**src/rtl/owsra_pkg.sv**
```systemverilog
package owsra_pkg;

  // Kind of bus time slot; the order is the order of a triplet.
  typedef enum logic [1:0] {
    SLOT_RD_TRUE = 2'd0,
    SLOT_RD_CMP  = 2'd1,
    SLOT_WR      = 2'd2
  } slot_kind_e;

  typedef enum logic {
    SEQ_IDLE = 1'b0,
    SEQ_RUN  = 1'b1
  } seq_state_e;

endpackage

```
**src/rtl/owsra_slot_timer.sv**
```systemverilog
module owsra_slot_timer
  import owsra_pkg::*;
#(
  parameter int T_SLOT   = 17500,
  parameter int T_LOW    = 500,
  parameter int T_W0LOW  = 15000,
  parameter int T_SAMPLE = 3000
) (
  input  logic       clk,
  input  logic       rst_n,
  input  logic       go,
  input  slot_kind_e kind,
  input  logic       wbit,
  input  logic       abort,
  input  logic       line_s,
  output logic       drive_low,
  output logic       smp_bit,
  output logic       done
);

  localparam int CW = $clog2(T_SLOT + 1);

  logic          active_q, active_d;
  logic [CW-1:0] cnt_q, cnt_d;
  slot_kind_e    kind_q, kind_d;
  logic          wbit_q, wbit_d;
  logic          smp_q, smp_d;
  logic [CW-1:0] low_len;

  assign done      = active_q && (cnt_q == CW'(T_SLOT - 1));
  assign low_len   = (kind_q == SLOT_WR && !wbit_q) ? CW'(T_W0LOW) : CW'(T_LOW);
  assign drive_low = active_q && (cnt_q < low_len);
  assign smp_bit   = smp_q;

  always_comb begin
    active_d = active_q;
    cnt_d    = cnt_q;
    kind_d   = kind_q;
    wbit_d   = wbit_q;
    smp_d    = smp_q;
    if (abort) begin
      active_d = 1'b0;
      cnt_d    = '0;
    end else begin
      if (active_q && cnt_q == CW'(T_SAMPLE)) smp_d = line_s;
      if (!active_q || done) begin
        // a new slot may start right where the previous one ends
        if (go) begin
          active_d = 1'b1;
          cnt_d    = '0;
          kind_d   = kind;
          wbit_d   = wbit;
        end else begin
          active_d = 1'b0;
        end
      end else begin
        cnt_d = cnt_q + CW'(1);
      end
    end
  end

  always_ff @(posedge clk or negedge rst_n) begin
    if (!rst_n) begin
      active_q <= 1'b0;
      cnt_q    <= '0;
      kind_q   <= SLOT_RD_TRUE;
      wbit_q   <= 1'b1;
      smp_q    <= 1'b1;
    end else begin
      active_q <= active_d;
      cnt_q    <= cnt_d;
      kind_q   <= kind_d;
      wbit_q   <= wbit_d;
      smp_q    <= smp_d;
    end
  end

  // The sequencer only starts a slot when the timer is free or finishing.
  assert_go_when_free_R2: assert property (@(posedge clk) disable iff (!rst_n)
    go |-> (!active_q || done));

  // The pull-low request always ends before the slot does.
  assert_release_at_end_R3: assert property (@(posedge clk) disable iff (!rst_n)
    done |-> !drive_low);

  // A falling edge on the line always belongs to a freshly started slot.
  assert_low_starts_slot_R3: assert property (@(posedge clk) disable iff (!rst_n)
    $rose(drive_low) |-> $past(go));

endmodule

```
**src/rtl/owsra_bit_resolve.sv**
```systemverilog
module owsra_bit_resolve (
  input  logic rd_true,
  input  logic rd_cmp,
  input  logic dir,
  output logic rom_bit,
  output logic conflict
);

  logic both_low, both_high;

  assign both_low  = !rd_true && !rd_cmp;
  assign both_high = rd_true && rd_cmp;
  assign conflict  = both_low || both_high;
  // both high leaves rd_true at 1, which is the reported value for that case
  assign rom_bit   = both_low ? dir : rd_true;

endmodule

```
**src/rtl/owsra_triplet_seq.sv**
```systemverilog
module owsra_triplet_seq
  import owsra_pkg::*;
#(
  parameter int NB = 4
) (
  input  logic          clk,
  input  logic          rst_n,
  input  logic          en,
  input  logic          tx_wr,
  input  logic [2*NB-1:0] tx_data,
  input  logic          slot_done,
  input  logic          smp_bit,
  output logic          slot_go,
  output slot_kind_e    slot_kind,
  output logic          slot_wbit,
  output logic          slot_abort,
  output logic          busy,
  output logic          xchg_done,
  output logic [NB-1:0] rom_bits,
  output logic [NB-1:0] dsc_bits
);

  localparam int RW = 2 * NB;
  localparam int IW = (NB > 1) ? $clog2(NB) : 1;

  seq_state_e    st_q, st_d;
  slot_kind_e    ph_q, ph_d;
  logic [IW-1:0] idx_q, idx_d;
  logic [RW-1:0] tx_q, tx_d;
  logic          true_q, true_d;
  logic [NB-1:0] rom_q, rom_d;
  logic [NB-1:0] dsc_q, dsc_d;
  logic          dir_bit, res_rom, res_dsc, last_bit;

  assign dir_bit  = tx_q[{idx_q, 1'b1}];
  assign last_bit = (idx_q == IW'(NB - 1));

  owsra_bit_resolve u_resolve (
    .rd_true  (true_q),
    .rd_cmp   (smp_bit),
    .dir      (dir_bit),
    .rom_bit  (res_rom),
    .conflict (res_dsc)
  );

  always_comb begin
    st_d       = st_q;
    ph_d       = ph_q;
    idx_d      = idx_q;
    tx_d       = tx_q;
    true_d     = true_q;
    rom_d      = rom_q;
    dsc_d      = dsc_q;
    slot_go    = 1'b0;
    slot_kind  = SLOT_RD_TRUE;
    slot_wbit  = 1'b1;
    slot_abort = 1'b0;
    xchg_done  = 1'b0;
    case (st_q)
      SEQ_IDLE: begin
        if (en && tx_wr) begin
          st_d    = SEQ_RUN;
          tx_d    = tx_data;
          idx_d   = '0;
          ph_d    = SLOT_RD_TRUE;
          rom_d   = '0;
          dsc_d   = '0;
          slot_go = 1'b1;
        end
      end
      default: begin
        if (!en) begin
          st_d       = SEQ_IDLE;
          slot_abort = 1'b1;
        end else if (slot_done) begin
          case (ph_q)
            SLOT_RD_TRUE: begin
              true_d    = smp_bit;
              ph_d      = SLOT_RD_CMP;
              slot_go   = 1'b1;
              slot_kind = SLOT_RD_CMP;
            end
            SLOT_RD_CMP: begin
              rom_d[idx_q] = res_rom;
              dsc_d[idx_q] = res_dsc;
              ph_d         = SLOT_WR;
              slot_go      = 1'b1;
              slot_kind    = SLOT_WR;
              slot_wbit    = res_rom;
            end
            default: begin
              if (last_bit) begin
                st_d      = SEQ_IDLE;
                xchg_done = 1'b1;
              end else begin
                idx_d   = idx_q + IW'(1);
                ph_d    = SLOT_RD_TRUE;
                slot_go = 1'b1;
              end
            end
          endcase
        end
      end
    endcase
  end

  always_ff @(posedge clk or negedge rst_n) begin
    if (!rst_n) begin
      st_q   <= SEQ_IDLE;
      ph_q   <= SLOT_RD_TRUE;
      idx_q  <= '0;
      tx_q   <= '0;
      true_q <= 1'b1;
      rom_q  <= '0;
      dsc_q  <= '0;
    end else begin
      st_q   <= st_d;
      ph_q   <= ph_d;
      idx_q  <= idx_d;
      tx_q   <= tx_d;
      true_q <= true_d;
      rom_q  <= rom_d;
      dsc_q  <= dsc_d;
    end
  end

  assign busy     = (st_q == SEQ_RUN);
  assign rom_bits = rom_q;
  assign dsc_bits = dsc_q;

  // Conflict with both reads low: the host direction bit is written.
  assert_dir_on_conflict_R4: assert property (@(posedge clk) disable iff (!rst_n)
    (slot_go && slot_kind == SLOT_WR && !true_q && !smp_bit) |-> (slot_wbit == tx_q[{idx_q, 1'b1}]));

  // Reads that differ: the first read is written.
  assert_follow_true_R5: assert property (@(posedge clk) disable iff (!rst_n)
    (slot_go && slot_kind == SLOT_WR && (true_q != smp_bit)) |-> (slot_wbit == true_q));

  // No answer on either read: a 1 is written.
  assert_silent_writes_one_R6: assert property (@(posedge clk) disable iff (!rst_n)
    (slot_go && slot_kind == SLOT_WR && true_q && smp_bit) |-> slot_wbit);

  // The exchange ends only on the completion of a slot.
  assert_done_on_slot_end_R8: assert property (@(posedge clk) disable iff (!rst_n)
    xchg_done |-> slot_done);

  // Dropping the enable ends the exchange at once.
  assert_abort_R10: assert property (@(posedge clk) disable iff (!rst_n)
    (busy && !en) |=> !busy);

endmodule

```
**src/rtl/owsra_resp_pack.sv**
```systemverilog
module owsra_resp_pack #(
  parameter int NB = 4
) (
  input  logic [NB-1:0]   rom_bits,
  input  logic [NB-1:0]   dsc_bits,
  output logic [2*NB-1:0] resp
);

  for (genvar k = 0; k < NB; k++) begin : g_lane
    assign resp[2*k+1] = rom_bits[k];
    assign resp[2*k]   = dsc_bits[k];
  end

endmodule

```
**src/rtl/onewire_search_accel.sv**
```systemverilog
module onewire_search_accel
  import owsra_pkg::*;
#(
  parameter int NB          = 4,
  parameter int T_SLOT      = 17500,
  parameter int T_LOW       = 500,
  parameter int T_W0LOW     = 15000,
  parameter int T_SAMPLE    = 3000,
  parameter int SYNC_STAGES = 2
) (
  input  logic            clk,
  input  logic            rst_n,
  input  logic            srch_en,
  input  logic            tx_wr,
  input  logic [2*NB-1:0] tx_data,
  input  logic            rx_rd,
  output logic [2*NB-1:0] rx_data,
  output logic            rx_full,
  output logic            busy,
  input  logic            bus_in,
  output logic            bus_drive_low
);

  localparam int RW = 2 * NB;

  logic [1:0] rst_pipe_q;
  logic       rst_i;

  always_ff @(posedge clk or negedge rst_n) begin
    if (!rst_n) rst_pipe_q <= 2'b00;
    else        rst_pipe_q <= {rst_pipe_q[0], 1'b1};
  end
  assign rst_i = rst_pipe_q[1];

  // Line synchronizer; the idle line is high.
  logic [SYNC_STAGES-1:0] sync_q;
  logic                   line_s;

  for (genvar s = 0; s < SYNC_STAGES; s++) begin : g_sync
    always_ff @(posedge clk or negedge rst_i) begin
      if (!rst_i) sync_q[s] <= 1'b1;
      else if (s == 0) sync_q[s] <= bus_in;
      else sync_q[s] <= sync_q[(s > 0) ? s - 1 : 0];
    end
  end
  assign line_s = sync_q[SYNC_STAGES-1];

  logic          slot_go, slot_wbit, slot_abort, slot_done, smp_bit;
  slot_kind_e    slot_kind;
  logic          xchg_done;
  logic [NB-1:0] rom_bits, dsc_bits;
  logic [RW-1:0] resp;

  owsra_triplet_seq #(.NB(NB)) u_seq (
    .clk        (clk),
    .rst_n      (rst_i),
    .en         (srch_en),
    .tx_wr      (tx_wr),
    .tx_data    (tx_data),
    .slot_done  (slot_done),
    .smp_bit    (smp_bit),
    .slot_go    (slot_go),
    .slot_kind  (slot_kind),
    .slot_wbit  (slot_wbit),
    .slot_abort (slot_abort),
    .busy       (busy),
    .xchg_done  (xchg_done),
    .rom_bits   (rom_bits),
    .dsc_bits   (dsc_bits)
  );

  owsra_slot_timer #(
    .T_SLOT   (T_SLOT),
    .T_LOW    (T_LOW),
    .T_W0LOW  (T_W0LOW),
    .T_SAMPLE (T_SAMPLE)
  ) u_timer (
    .clk       (clk),
    .rst_n     (rst_i),
    .go        (slot_go),
    .kind      (slot_kind),
    .wbit      (slot_wbit),
    .abort     (slot_abort),
    .line_s    (line_s),
    .drive_low (bus_drive_low),
    .smp_bit   (smp_bit),
    .done      (slot_done)
  );

  owsra_resp_pack #(.NB(NB)) u_pack (
    .rom_bits (rom_bits),
    .dsc_bits (dsc_bits),
    .resp     (resp)
  );

  logic          rx_full_q, rx_full_d;
  logic [RW-1:0] rx_data_q, rx_data_d;

  // The final slot's write is complete before the bits are copied out.
  // rom_bits is stable from the last read-complement slot onward.
  always_comb begin
    rx_full_d = rx_full_q;
    rx_data_d = rx_data_q;
    if (rx_rd) rx_full_d = 1'b0;
    if (xchg_done) begin
      rx_full_d = 1'b1;
      rx_data_d = resp;
    end
  end

  always_ff @(posedge clk or negedge rst_i) begin
    if (!rst_i) begin
      rx_full_q <= 1'b0;
      rx_data_q <= '0;
    end else begin
      rx_full_q <= rx_full_d;
      rx_data_q <= rx_data_d;
    end
  end

  assign rx_full = rx_full_q;
  assign rx_data = rx_data_q;

  assert_rx_after_exchange_R8: assert property (@(posedge clk) disable iff (!rst_i)
    $rose(rx_full) |-> $past(xchg_done));

  assert_idle_bus_released_R1: assert property (@(posedge clk) disable iff (!rst_i)
    !busy |-> !bus_drive_low);

  assert_ignore_when_off_R9: assert property (@(posedge clk) disable iff (!rst_i)
    (tx_wr && !srch_en && !busy) |=> !busy);

endmodule

```
**config.mk**
```make
export PLATFORM = sky130hd
export DESIGN_NAME = onewire_search_accel
export DESIGN_NICKNAME = d
export VERILOG_FILES = /design/src/rtl/owsra_pkg.sv /design/src/rtl/owsra_slot_timer.sv /design/src/rtl/owsra_bit_resolve.sv /design/src/rtl/owsra_triplet_seq.sv /design/src/rtl/owsra_resp_pack.sv /design/src/rtl/onewire_search_accel.sv
export SDC_FILE = /design/constraint.sdc
export NUM_CORES = 1
export LEC_CHECK = 0
export BUFFER_PORTS_ARGS = -buffer_cell sky130_fd_sc_hd__buf_4
export CAP_MARGIN = 0
export CORE_MARGIN = 2
export CORE_UTILIZATION = 55
export CTS_CLUSTER_SIZE = 14
export DETAILED_ROUTE_END_ITERATION = 12
export PLACE_DENSITY_LB_ADDON = 0.15
export RECOVER_POWER = 25
export SKIP_LAST_GASP = 1
export SLEW_MARGIN = 10
export SYNTH_ARGS = -nofsm -noshare
export SYNTH_HDL_FRONTEND = slang
export SYNTH_SLANG_ARGS = --single-unit
```
**constraint.sdc**
```tcl
create_clock -name clk -period 2.24 [get_ports clk]
set_input_delay 0.224 -clock clk [delete_from_list [all_inputs] [get_ports clk]]
set_output_delay 0.224 -clock clk [all_outputs]
set_load 0.03 [all_outputs]
```
==> metrics.csv <==
stage,metric,value,unit
run_status,outcome,"complete, but fails checks",
run_status,violations,setup timing,
critical_path,r2r-end,rx_data[2],
cts,clock_path_buffers,2,
timing,period_minus_slack,2.33,ns
logic_synthesis,yosys.area_share.simple,0.217,
logic_synthesis,synth_edf_count,0,
drt,avgRoutedWirePerCell,15.8,um
hold_path,hp-class,in2reg,
critical_path,cp_slowest_cell,or4_4,
critical_path,cp.depth,6,
logic_synthesis,synth_adder_area_share,0.0518,
critical_path,path_buf_inv,1,
die,die_area,0.00540,sq mm
layout,final_common_cell,buf_4,
placement,port_buffers,20,
critical_path,worst-r2r-cell-count,6,
critical_path,slowest_delay,0.54,ns
die,ioPinCount,25,
global_route,antenna_found_initial,0,
die,start_util,0.566,
die,rows,25,
layout,syn2layout_area_growth,30.4,%
logic_synthesis,yosys_warnings,0,
layout,stdcell_count,386,
critical_path,worstPathMaxFanout,9,
timing,fmax,429,MHz
placement,placed_cells,367,
power_and_ir_drop,power.density,593,mW/mm^2
timing,final_hold_viol_count,0,
die,die_height,73.5,um
drt,via_count,2328,
timing,finalCritPeriodShare,1.04,
global_route,grt_pass1_vias,2090,
logic_synthesis,synth-compound-area-share,0.156,
timing,slew_headroom,0.324,
flow_run,drv_cap,0,
critical_path,ff2ff_setup_slack,-0.09,ns
critical_path,r2r-start,u_timer.cnt_q[0],
drt,drt_first_iter_violations,215,
timing,setup_ws,-0.0889,ns
timing,worst_slew_pin_slew,1.01,ns
die,core,0.00469,sq mm
logic_synthesis,avgSynthCellArea,9.69,sq um
timing,drv_slew,0,
layout,stdcell_area,0.00346,sq mm
layout,layout.nets,356,
logic_synthesis,seq_area_frac_synth,0.483,
global_route,grtUsageTotal,0.238,
drt,first_pass_iters,5,
die,die_w,73.5,um
cts,numCtsBuffers,5,
layout,n_antenna_cell,0,
timing,grt_setup_unrepaired,yes,
timing,fin_skew,0.0122,ns
global_route,grt-ovfl-total,0,
cts,clock_latency,0.31,ns
drt,via_per_inst,6.03,
logic_synthesis,ys_seq_elements,51,
drt,antenna_left,0,
critical_path,crit_required,2.44,ns
critical_path,critPathLaunchType,flip-flop,
placement,placed_area,0.00309,sq mm
layout,drive_gt1_frac,0.346,
drt,drc,0,
logic_synthesis,yosys_most_used_dff,dfrtp_1,
logic_synthesis,muxShareOfSynthArea,0.0504,
logic_synthesis,yosysUniqueCellTypes,52,
global_route,grt_max_degree,27,
logic_synthesis,synth.net_count,299,
logic_synthesis,synth_top_family_by_area,simple AND/OR/NAND/NOR gates,
logic_synthesis,synth-xor-area-share,0.00660,
cts,cts_tree,yes,
critical_path,path_delay_family,simple AND/OR/NAND/NOR gates,
cts,cts.sinks,51,
logic_synthesis,syn_inst,274,
layout,fin_util,0.738,
layout,most-common-layout-cells,"buf_4 (50), dfrtp_1 (46), nand2_1 (43), o21ai_1 (13)",
critical_path,critical_path_class,reg2reg,
logic_synthesis,synth_area,0.00266,sq mm
layout,num-fill-cells,333,
placement,place_congestion,0.917,
cts,clk_pin_slew,0.09,ns
placement,dp_hpwl,4.02,mm
power_and_ir_drop,leakage,1.70,nW
global_route,grt_pass1_wl,9.75,mm
drt,wl,6.11,mm
critical_path,crit_chain,ha_4 -> or4bb_4 -> or4_4 -> nor3_4 -> buf_12 -> mux2_2,
timing,setup_viol,19,
critical_path,critPathArrivalTime,2.53,ns
cts,root_buffer,clkbuf_8,
power_and_ir_drop,vdd_drop_max,0.578,mV
critical_path,cp-endpoint,rx_data[2],
logic_synthesis,ys_async_sr_fraction,1.00,
critical_path,crit_path_end_kind,flip-flop,
cts,cts_max_level,2,
critical_path,cp-startpoint,u_timer.cnt_q[0],
[Yosys cell counts, types with 2 or more instances]
| master | count | share of area |
|---|---|---|
| nand2_1 | 51 | 0.072 |
| dfstp_2 | 5 | 0.049 |
| a31oi_1 | 2 | 0.0047 |
| nor2b_1 | 6 | 0.014 |
| o21ai_0 | 27 | 0.051 |
| buf_2 | 3 | 0.0057 |
| nor4_2 | 3 | 0.014 |
| a21oi_1 | 4 | 0.0075 |
| clkbuf_1 | 9 | 0.013 |
| or3_1 | 2 | 0.0047 |
| nand4_1 | 5 | 0.012 |
| ha_1 | 11 | 0.052 |
| nand3b_1 | 2 | 0.0057 |
| a21o_1 | 8 | 0.023 |
| inv_1 | 11 | 0.016 |
| o211ai_1 | 3 | 0.0085 |
| nor3_1 | 10 | 0.019 |
| a211oi_1 | 4 | 0.011 |
| a311oi_1 | 2 | 0.0066 |
| nand3_1 | 11 | 0.021 |
| nor2_1 | 10 | 0.014 |
| dfrtp_1 | 46 | 0.43 |
| o31ai_1 | 2 | 0.0057 |
| mux2_2 | 9 | 0.038 |
[per-layer routing]
metal	track usage	up-vias	share of wire
li1	-	1092	-
met1	0.329	1119	0.46
met2	0.348	94	0.45
met3	0.0741	23	0.069
met4	0.0970	0	0.027
met5	0	-	0
[worst min path at each step]
stage | from | endpoint | slack, ns | depth (start not counted)
final | bus_in | sync_q[0] | 0.02 | 1
after global routing | bus_in | sync_q[0] | 0.01 | 1
after CTS | bus_in | sync_q[0] | 0.01 | 1
after detailed placement | rst_n | rst_pipe_q[0] | 0.008 | 1
after global placement | rst_n | rst_pipe_q[0] | 0.007 | 1
after floorplan | rst_n | rst_pipe_q[0] | -0.07 | 0
[area by class of cell]
class,instances,area [sq um],share of cell area
Timing Repair Buffer,62,532,0.154
Clock inverter,2,13.8,0.00398
Sequential cell,51,1280,0.370
Inverter,11,41.3,0.0119
Tap cell,54,67.6,0.0195
Clock buffer,6,82.6,0.0239
Multi-Input combinational cell,200,1440,0.417
[flip-flops by register name, indices dropped and copies added, names as in the netlist, 2 cells and up]
name	count
u_seq.idx_q	2
u_timer.cnt_q	15
u_seq.dsc_bits	4
u_seq.tx_q	4
u_timer.kind_q	2
u_seq.ph_q	2
rst_pipe_q	2
rx_data	8
u_seq.rom_bits	4
[power breakdown]
group / internal [W] / switching, W / leakage (nW)
sequential: 0.000971 / 0.0000523 / 0.675
combinational: 0.000220 / 0.000240 / 0.970
clock: 0.000253 / 0.000315 / 0.0516
total: 0.00144 / 0.000607 / 1.70
[cell families after synthesis]
| kind of cell | after synthesis |
|---|---|
| multiplexers | 11 |
| AO/OA/AOI/OAI | 63 |
| other | 1 |
| AND/OR/NAND/NOR | 112 |
| adder cells (fa/ha/maj) | 11 |
| flip-flops | 51 |
| XOR/XNOR | 2 |
| buffers and inverters | 23 |
[per-stage QoR]
stage          total power [W]  setup WS [ns]  TNS, ns  hold slack, ns
3_3_place_gp           0.00140         -0.121    -2.68         0.00720
2_1_floorplan          0.00125         -0.213    -2.05         -0.0716
4_1_cts                0.00202        -0.0595   -0.789          0.0149
3_5_place_dp           0.00140         -0.141    -3.01         0.00770
6_report               0.00205        -0.0889    -1.38          0.0242
5_1_grt                0.00214         -0.148    -2.50          0.0148
[what timing repair did]
item / 4_1_cts / 5_1_grt
gates resized for setup: 14 / 43
buffers inserted: 4 / 5
pin swaps: 7 / 9
gates cloned: 1 / 0
endpoints found under the hold margin: 2 / 0
setup endpoints to repair: 32 / 34
hold buffers: 1 / 0
No activity file was read; power rests on OpenSTA's default activity.
